--- src/rtl/adc_rd_pkg.sv ---
package adc_rd_pkg;

  typedef enum logic [2:0] {
    S_IDLE,
    S_PULSE,
    S_ARM,
    S_WAITEND,
    S_SHIFT,
    S_DRAIN,
    S_DONE
  } rd_state_e;

  // Effective half period: a zero setting behaves as one.
  function automatic int unsigned eff_half(input int unsigned half);
    return (half == 0) ? 1 : half;
  endfunction

  // True on the last system cycle of a data clock phase.
  function automatic logic phase_end(input int unsigned cnt, input int unsigned half);
    return cnt >= (eff_half(half) - 1);
  endfunction

endpackage

--- src/rtl/adc_rd_clkgen.sv ---
module adc_rd_clkgen #(
  parameter int DIV_W = 8
) (
  input  logic             clk,
  input  logic             rst_n,
  input  logic             en_i,
  input  logic [DIV_W-1:0] half_i,
  output logic             sclk_o,
  output logic             fall_o
);
  import adc_rd_pkg::*;

  logic [DIV_W-1:0] cnt_q;
  logic             sclk_q;
  logic             term;

  assign term = phase_end(32'(cnt_q), 32'(half_i));

  always_ff @(posedge clk or negedge rst_n) begin
    if (!rst_n) begin
      cnt_q  <= '0;
      sclk_q <= 1'b0;
    end else if (!en_i) begin
      cnt_q  <= '0;
      sclk_q <= 1'b0;
    end else if (term) begin
      cnt_q  <= '0;
      sclk_q <= ~sclk_q;
    end else begin
      cnt_q  <= cnt_q + 1'b1;
    end
  end

  assign sclk_o = sclk_q;
  // Edge at which the data clock goes from high to low.
  assign fall_o = en_i & term & sclk_q;

endmodule

--- src/rtl/adc_rd_shifter.sv ---
module adc_rd_shifter #(
  parameter int NBITS = 12,
  localparam int CNT_W = $clog2(NBITS + 1)
) (
  input  logic             clk,
  input  logic             rst_n,
  input  logic             clr_i,
  input  logic             fall_i,
  input  logic             sdata_i,
  output logic [NBITS-1:0] word_o,
  output logic [CNT_W-1:0] cnt_o,
  output logic             done_o
);
  logic [NBITS-1:0] sreg_q;
  logic [CNT_W-1:0] cnt_q;

  always_ff @(posedge clk or negedge rst_n) begin
    if (!rst_n) begin
      sreg_q <= '0;
      cnt_q  <= '0;
    end else if (clr_i) begin
      cnt_q  <= '0;
    end else if (fall_i && !done_o) begin
      sreg_q <= {sreg_q[NBITS-2:0], sdata_i};
      cnt_q  <= cnt_q + 1'b1;
    end
  end

  assign word_o = sreg_q;
  assign cnt_o  = cnt_q;
  assign done_o = (cnt_q == CNT_W'(NBITS));

endmodule

--- src/rtl/adc_rd_fsm.sv ---
module adc_rd_fsm #(
  parameter int CONV_W = 4,
  localparam int PW = $clog2(CONV_W + 1)
) (
  input  logic                  clk,
  input  logic                  rst_n,
  input  logic                  start_i,
  input  logic                  mode_i,
  input  logic                  busy_i,
  input  logic                  shift_done_i,
  output adc_rd_pkg::rd_state_e state_o,
  output logic                  mode_q_o
);
  import adc_rd_pkg::*;

  rd_state_e   state_q;
  logic        mode_q;
  logic [PW-1:0] pcnt_q;

  always_ff @(posedge clk or negedge rst_n) begin
    if (!rst_n) begin
      state_q <= S_IDLE;
      mode_q  <= 1'b0;
      pcnt_q  <= '0;
    end else begin
      case (state_q)
        S_IDLE: if (start_i) begin
          state_q <= S_PULSE;
          mode_q  <= mode_i;
          pcnt_q  <= '0;
        end
        S_PULSE: begin
          if (pcnt_q == PW'(CONV_W - 1)) state_q <= S_ARM;
          else pcnt_q <= pcnt_q + 1'b1;
        end
        S_ARM:     if (busy_i) state_q <= mode_q ? S_SHIFT : S_WAITEND;
        S_WAITEND: if (!busy_i) state_q <= S_SHIFT;
        S_SHIFT:   if (shift_done_i) state_q <= mode_q ? S_DRAIN : S_DONE;
        S_DRAIN:   if (!busy_i) state_q <= S_DONE;
        S_DONE:    state_q <= S_IDLE;
        default:   state_q <= S_IDLE;
      endcase
    end
  end

  assign state_o  = state_q;
  assign mode_q_o = mode_q;

endmodule

--- src/rtl/adc_serial_reader.sv ---
module adc_serial_reader #(
  parameter int NBITS  = 12,
  parameter int DIV_W  = 8,
  parameter int CONV_W = 4
) (
  input  logic             clk,
  input  logic             rst_n,
  input  logic             start_i,
  input  logic             mode_i,
  input  logic [DIV_W-1:0] div_half_i,
  input  logic             busy_i,
  input  logic             sdata_i,
  output logic             conv_n_o,
  output logic             cs_n_o,
  output logic             sclk_o,
  output logic             valid_o,
  output logic [NBITS-1:0] word_o
);
  import adc_rd_pkg::*;

  localparam int CNT_W = $clog2(NBITS + 1);

  rd_state_e        state;
  logic             mode_q_w;
  logic             idle_w;
  logic             shift_done;
  logic             sclk_en;
  logic             fall_evt;
  logic [CNT_W-1:0] bit_cnt_w;
  logic [NBITS-1:0] shreg;
  logic [NBITS-1:0] word_q;

  adc_rd_fsm #(.CONV_W(CONV_W)) fsm_i (
    .clk(clk), .rst_n(rst_n), .start_i(start_i), .mode_i(mode_i),
    .busy_i(busy_i), .shift_done_i(shift_done),
    .state_o(state), .mode_q_o(mode_q_w)
  );

  assign idle_w  = (state == S_IDLE);
  assign sclk_en = (state == S_SHIFT) && !shift_done;

  adc_rd_clkgen #(.DIV_W(DIV_W)) clkgen_i (
    .clk(clk), .rst_n(rst_n), .en_i(sclk_en), .half_i(div_half_i),
    .sclk_o(sclk_o), .fall_o(fall_evt)
  );

  adc_rd_shifter #(.NBITS(NBITS)) shifter_i (
    .clk(clk), .rst_n(rst_n), .clr_i(idle_w), .fall_i(fall_evt),
    .sdata_i(sdata_i), .word_o(shreg), .cnt_o(bit_cnt_w), .done_o(shift_done)
  );

  always_ff @(posedge clk or negedge rst_n) begin
    if (!rst_n) word_q <= '0;
    else if (state == S_SHIFT && shift_done && !mode_q_w) word_q <= shreg;
    else if (state == S_DRAIN && !busy_i) word_q <= shreg;
  end

  assign conv_n_o = (state != S_PULSE);
  assign cs_n_o   = idle_w;
  assign valid_o  = (state == S_DONE);
  assign word_o   = word_q;

endmodule

--- config.mk ---
export PLATFORM = sky130hd
export DESIGN_NAME = adc_serial_reader
export DESIGN_NICKNAME = d
export VERILOG_FILES = /design/src/rtl/adc_rd_pkg.sv /design/src/rtl/adc_rd_clkgen.sv /design/src/rtl/adc_rd_shifter.sv /design/src/rtl/adc_rd_fsm.sv /design/src/rtl/adc_serial_reader.sv
export SDC_FILE = /design/constraint.sdc
export NUM_CORES = 1
export LEC_CHECK = 0
export CAP_MARGIN = 5
export CELL_PAD_IN_SITES_DETAIL_PLACEMENT = 2
export CELL_PAD_IN_SITES_GLOBAL_PLACEMENT = 2
export CORE_AREA = 3 3 81 83
export CTS_BUF_LIST = sky130_fd_sc_hd__clkbuf_4
export DETAILED_ROUTE_END_ITERATION = 10
export DIE_AREA = 0 0 84 86
export DONT_BUFFER_PORTS = 1
export GPL_TIMING_DRIVEN = 1
export HOLD_SLACK_MARGIN = 0.05
export PLACE_DENSITY_LB_ADDON = 0.3
export SKIP_CTS_REPAIR_TIMING = 1
export SYNTH_ARGS = -nofsm -noshare
export SYNTH_HDL_FRONTEND = slang
export SYNTH_SLANG_ARGS = --single-unit
--- constraint.sdc ---
create_clock -name clk -period 2.2 [get_ports clk]
set_input_delay 0.11 -clock clk [delete_from_list [all_inputs] [get_ports clk]]
set_output_delay 0.11 -clock clk [all_outputs]
set_load 0.005 [all_outputs]
# Yosys cells after proc, flatten, opt, wreduce, memory -nomap -nowiden
# Cells that the tools add are included.
[classes] add_sub_neg=4 n_lt_le_gt_ge=1 n_eq_ne=17 mux=21 bitwise_logic=4 n_reduce_logical=17
[ops] op="8-bit by 32-bit >= comparator with 1-bit output" n=1
[ops] op="32-bit by 1-bit subtractor with 32-bit output (second input constant)" n=1
[ops] op="3-bit two-way mux" n=9
[ops] op="12-bit two-way mux" n=2
[ops] op="8-bit two-way mux" n=3
[ops] op="3-bit case mux with 6 select lines" n=1
[ops] op="2-bit != test (second input constant)" n=7
[ops] op="3-bit by 2-bit == test with 1-bit output (second input constant)" n=3
[ops] op="3-bit == test (second input constant)" n=3
[ops] op="8-bit by 1-bit adder with 8-bit output (second input constant)" n=1
[ops] op="8-bit logical NOT" n=1
[ops] op="4-bit two-way mux" n=2
[ops] op="3-bit case mux with 2 select lines" n=1
[ops] op="6-bit AND reduction" n=1
[ops] op="2-bit nonzero test" n=3
[ops] op="1-bit logical AND" n=5
[ops] op="4-bit by 1-bit adder with 4-bit output (second input constant)" n=1
[ops] op="4-bit == test (second input constant)" n=1
[ops] op="2-bit AND reduction" n=2
[ops] op="3-bit by 1-bit adder with 3-bit output (second input constant)" n=1
[ops] op="3-bit by 1-bit == test with 1-bit output (second input constant)" n=1
[ops] op="1-bit logical NOT" n=3
[ops] op="3-bit logical NOT" n=1
[ops] op="3-bit by 1-bit != test with 1-bit output (second input constant)" n=1
[ops] op="other kinds (6)" n=9
[word_totals] regBits=44 inputBits=14 out_inout_bits=16 elab_cells=72

# Longest topological paths before layout
[logic_depth] depth_word=9 depth_mapped=12 ltp_nobuf=11

# By module
# From an unflattened synthesis, not the netlist that was laid out.
[hier_totals] cells_unflattened=210 area_unflattened_um2=2472.4
[modules_own_cells] module="adc_rd_clkgen" instances=1 cells_per_inst=79 area_each_um2=752.0
[modules_own_cells] module="adc_rd_shifter" instances=1 cells_per_inst=50 area_each_um2=724.4
[modules_own_cells] module="adc_serial_reader" instances=1 cells_per_inst=34 area_each_um2=551.8
[modules_own_cells] module="adc_rd_fsm" instances=1 cells_per_inst=47 area_each_um2=444.2

# Least setup slack after synthesis
# OpenSTA, ideal clock, no wires.
[synth_timing] path_kind="in2reg" startpoint="input port div_half_i[1]" endpoint="register shifter_i.sreg_q[0] (netlist: shifter_i.word_o[0])" setup_time_ps=127 t_arrival_ps=2785 path_slack_ps=-712 cell_stages=10 n_path_buf=1 path_cell_list="or3_1 > or3_1 > nor4_1 > ha_1 > ha_1 > o211ai_1 > a221o_2 > nor3_4 > buf_6 > mux2_1"
[synth_between] elab_chain_cells=8
[synth_lines] element="from (decl)" line="adc_serial_reader.sv:10" text="input logic [DIV_W-1:0] div_half_i,"
[synth_lines] element="8-bit logical NOT" line="adc_rd_pkg.sv:15" text="return (half == 0) ? 1 : half;"
[synth_lines] element="8-bit two-way mux (*)" line="adc_rd_pkg.sv:15"
[synth_lines] element="32-bit by 1-bit subtractor with 32-bit output (*)" line="adc_rd_pkg.sv:20" text="return cnt >= (eff_half(half) - 1);"
[synth_lines] element="8-bit by 32-bit >= comparator with 1-bit output (*)" line="adc_rd_pkg.sv:20"
[synth_lines] element="1-bit AND (*) (2 in series)" line="adc_rd_clkgen.sv:36" text="assign fall_o = en_i & term & sclk_q;"
[synth_lines] element="1-bit logical AND (*)" line="adc_rd_shifter.sv:23" text="end else if (fall_i && !done_o) begin"
[synth_lines] element="2-bit AND reduction (no source line) (*)"
[synth_lines] element="to (signal assigned)" line="adc_rd_shifter.sv:24" text="sreg_q <= {sreg_q[NBITS-2:0], sdata_i};"
[synth_lines] element="to (decl)" line="adc_rd_shifter.sv:14" text="logic [NBITS-1:0] sreg_q;"
# Mark *: on every way between the ends. The rest lies on a longest branch, timed or not.
# A chain may end at the register's enable or synchronous reset.

# Worst setup path after layout
[layout_timing] startpoint="input port div_half_i[1]" endpoint="register shifter_i.cnt_q[1] (netlist: shifter_i.cnt_o[1])"
[layout_between] elab_chain_cells=8
[layout_lines] element="8-bit logical NOT" line="adc_rd_pkg.sv:15"
[layout_lines] element="8-bit two-way mux (*)" line="adc_rd_pkg.sv:15"
[layout_lines] element="32-bit by 1-bit subtractor with 32-bit output (*)" line="adc_rd_pkg.sv:20"
[layout_lines] element="8-bit by 32-bit >= comparator with 1-bit output (*)" line="adc_rd_pkg.sv:20"
[layout_lines] element="1-bit AND (*) (2 in series)" line="adc_rd_clkgen.sv:36"
[layout_lines] element="1-bit logical AND (*)" line="adc_rd_shifter.sv:23"
[layout_lines] element="2-bit nonzero test (no source line) (*)"
[layout_lines] element="to (signal assigned)" line="adc_rd_shifter.sv:25" text="cnt_q <= cnt_q + 1'b1;"
[layout_lines] element="to (decl)" line="adc_rd_shifter.sv:15" text="logic [CNT_W-1:0] cnt_q;"
# Marked as above.

==> impl_metrics.tcl <==
set metrics [dict create \
    drt_iter0_drc 43 \
    synth_commonest_cells "dfrtp_1, ha_1, mux2_1" \
    arrival_ps 2740 \
    globalRoute.totalOverflow 0 \
    synth_edf_count 0 \
    final_nets 245 \
    grt_start_max_net_pins 45 \
    hold_ws_ps 225.3 \
    synth.distinct_cells 44 \
    grt_util_all_layers_pct 16.18 \
    fill_cells 594 \
    peakVddDrop_uv 324.5 \
    dpl.hpwl_um 3955 \
    final_cell_area_um2 2795 \
    rows 28 \
    cp.required_ps 2450 \
    area_delta_synth_final_pct 23.49 \
    clock-root-buffer "clkbuf_4" \
    clock_latency_ps 360 \
    syn_nets 223 \
    wl_um 5562 \
    cts_buffers 5 \
    ios 30 \
    p_leak_uw 0.001270 \
    yosys.area.top_type "dfrtp_1" \
    min_period_ps 2489 \
    critPathKind "input pin to flip-flop" \
    synth.area.top_cells "dfrtp_1, ha_1, mux2_1, mux2_2, xnor2_1" \
    detail_route.wl_per_cell_um 19.05 \
    fin_ws_ps -289.1 \
    ys.flop_type "dfrtp_1" \
    slew_headroom_pct 72.41 \
    die_w_um 84 \
    path_max_fanout 14 \
    viasPerCell 5.438 \
    finalHoldViolCount 0 \
    grt_pass1_vias 1861 \
    cp-start-kind "input pin" \
    async_flop_share_pct 100.0 \
    dieArea_um2 7224 \
    initial_core_util_pct 38.23 \
    io_buffers 0 \
    netlist_instances 194 \
    dp_cells 279 \
    place_area_um2 2465 \
    netlist_area_um2 2263 \
    final_cells 292 \
    num_vias 1588 \
    rsz0062_at_grt "yes" \
    synth.yosys.warnings 0 \
    grt_pass1_wl_um 9349 \
    max_freq_mhz 401.7 \
    finalSetupViolCount 25 \
    antenna_found_initial 0 \
    cap_violations 0 \
    die_h_um 86 \
    ctsHtreeMaxLevel 2 \
    n_antenna_cell 0 \
    drive_gt1_share_pct 34.56 \
    core_um2 5921 \
    clk_pin_slew_ps 130 \
    worst_pin_slew_ps 403.5 \
    slew_violations 0 \
    violations "negative setup slack" \
    ant_nets 0 \
    cp-end-kind "flip-flop" \
    tns_ps -5085 \
    synth_top_area_share_pct 48.65 \
    seq_area_frac_synth_pct 48.65 \
    avgSynthCellArea_um2 11.67 \
    cts_max_path_buffers 2 \
    hp-class "input pin to async pin" \
    cts_sinks 44 \
    p_per_area_nw_per_um2 754.2 \
    drtPass1Iterations 4 \
    dp_slack_ps -903.3 \
    post-route-drc-count 0 \
    ys_ff_latch 44 \
    fin_crit_sh_pct 113.1 \
    fin_skew_ps 12.25 \
    cts_tree "built" \
    status "finished, violations left" \
    place.gp.congestion 0.7397 \
    synth_most_common_cell "dfrtp_1" \
]
[critical path, stage by stage]
cell      delay (ps)
or3_4            370
or3_4            370
nor4_4           140
ha_1             290
ha_4             280
o211ai_1          90
a221o_2          390
nor3_4           180
buf_12           180
mux2_1           330
[layout make-up]
cell class,instances,area [um^2],area share [%]
tap,75,93.84,3.357
timing repair buffer,19,209.0,7.475
clock inverter,2,35.03,1.253
inverter,9,33.78,1.209
multi-input combinational,137,1277,45.70
sequential,44,1101,39.39
clock buffer,6,45.04,1.611
[worst paths after layout]
check / start / cells after the start / to / slack [ps]
worst max register to register: clkgen_i.cnt_q[5] / 7 / shifter_i.cnt_o[1] / 30
worst max-delay path: div_half_i[1] / 10 / shifter_i.cnt_o[1] / -290
worst min register to register: fsm_i.pcnt_q[2] / 2 / fsm_i.pcnt_q[2] / 520
max in group asynchronous: rst_n / 2 / clkgen_i.cnt_q[5] / 1750
min in group clk: busy_i / 3 / fsm_i.state_o[2] / 250
worst min-delay path: rst_n / 2 / word_o[8] / 230
[where the power goes]
group	internal [uW]	leakage, uW	switching (uW)
clock	251	0.0000456	263
combinational	280	0.000618	340
sequential	871	0.000605	102
[metrics by stage]
step,utilization (%),power (uW)
6_report,47.21,2108
5_1_grt,47.21,2260
4_1_cts,42.98,2038
3_5_place_dp,41.63,1514
3_3_place_gp,41.63,1455
2_1_floorplan,-,1345
[sequential cells by signal (all words and copies together) (netlist names)]
signal / flops
shifter_i.cnt_o: 4
clkgen_i.sclk_o: 1
word_o: 12
fsm_i.state_o: 3
shifter_i.word_o: 12
fsm_i.mode_q_o: 1
fsm_i.pcnt_q: 3
clkgen_i.cnt_q: 8
[cells by family (layout without fill, tap and decap cells)]
| kind of cell | count (synthesis) | count (layout) | synth area share, % |
|---|---|---|---|
| AO/OA/AOI/OAI | 26 | 26 | 8.126 |
| XOR/XNOR | 10 | 10 | 3.869 |
| adder cells (fa/ha/maj) | 15 | 15 | 8.292 |
| buffers and inverters | 13 | 36 | 2.654 |
| flip-flops | 44 | 44 | 48.65 |
| multiplexers | 29 | 29 | 14.26 |
| AND/OR/NAND/NOR | 57 | 57 | 14.15 |
[cells in the final DEF (no fill, tap or decap), types with 3 or more instances in the layout]
master	Yosys	routed
buf_4	0	9
clkbuf_4	0	6
buf_6	1	3
or3_4	0	3
or3_1	6	3
and3_1	3	3
nor2_1	13	4
nand2_1	8	8
dlygate4sd3_1	0	4
mux2_4	0	3
inv_1	7	7
xor2_1	4	4
a21oi_2	0	4
o21ai_0	5	5
nand3_1	4	4
mux2_1	14	11
mux2i_1	3	3
xnor2_1	6	6
mux2_2	12	12
ha_1	15	13
nor3_1	4	4
dfrtp_1	44	44
nor2_4	0	7
[metal layers]
layer | GRT usage [%] | wire [um] | vias up
met3 | 3.266 | 196 | 7
met2 | 30.37 | 2938 | 26
met1 | 18.91 | 2341 | 815
met4 | 3.947 | 86 | 0
met5 | 0 | 0 | -
li1 | - | - | 740
(Power assumes the default switching activity.)
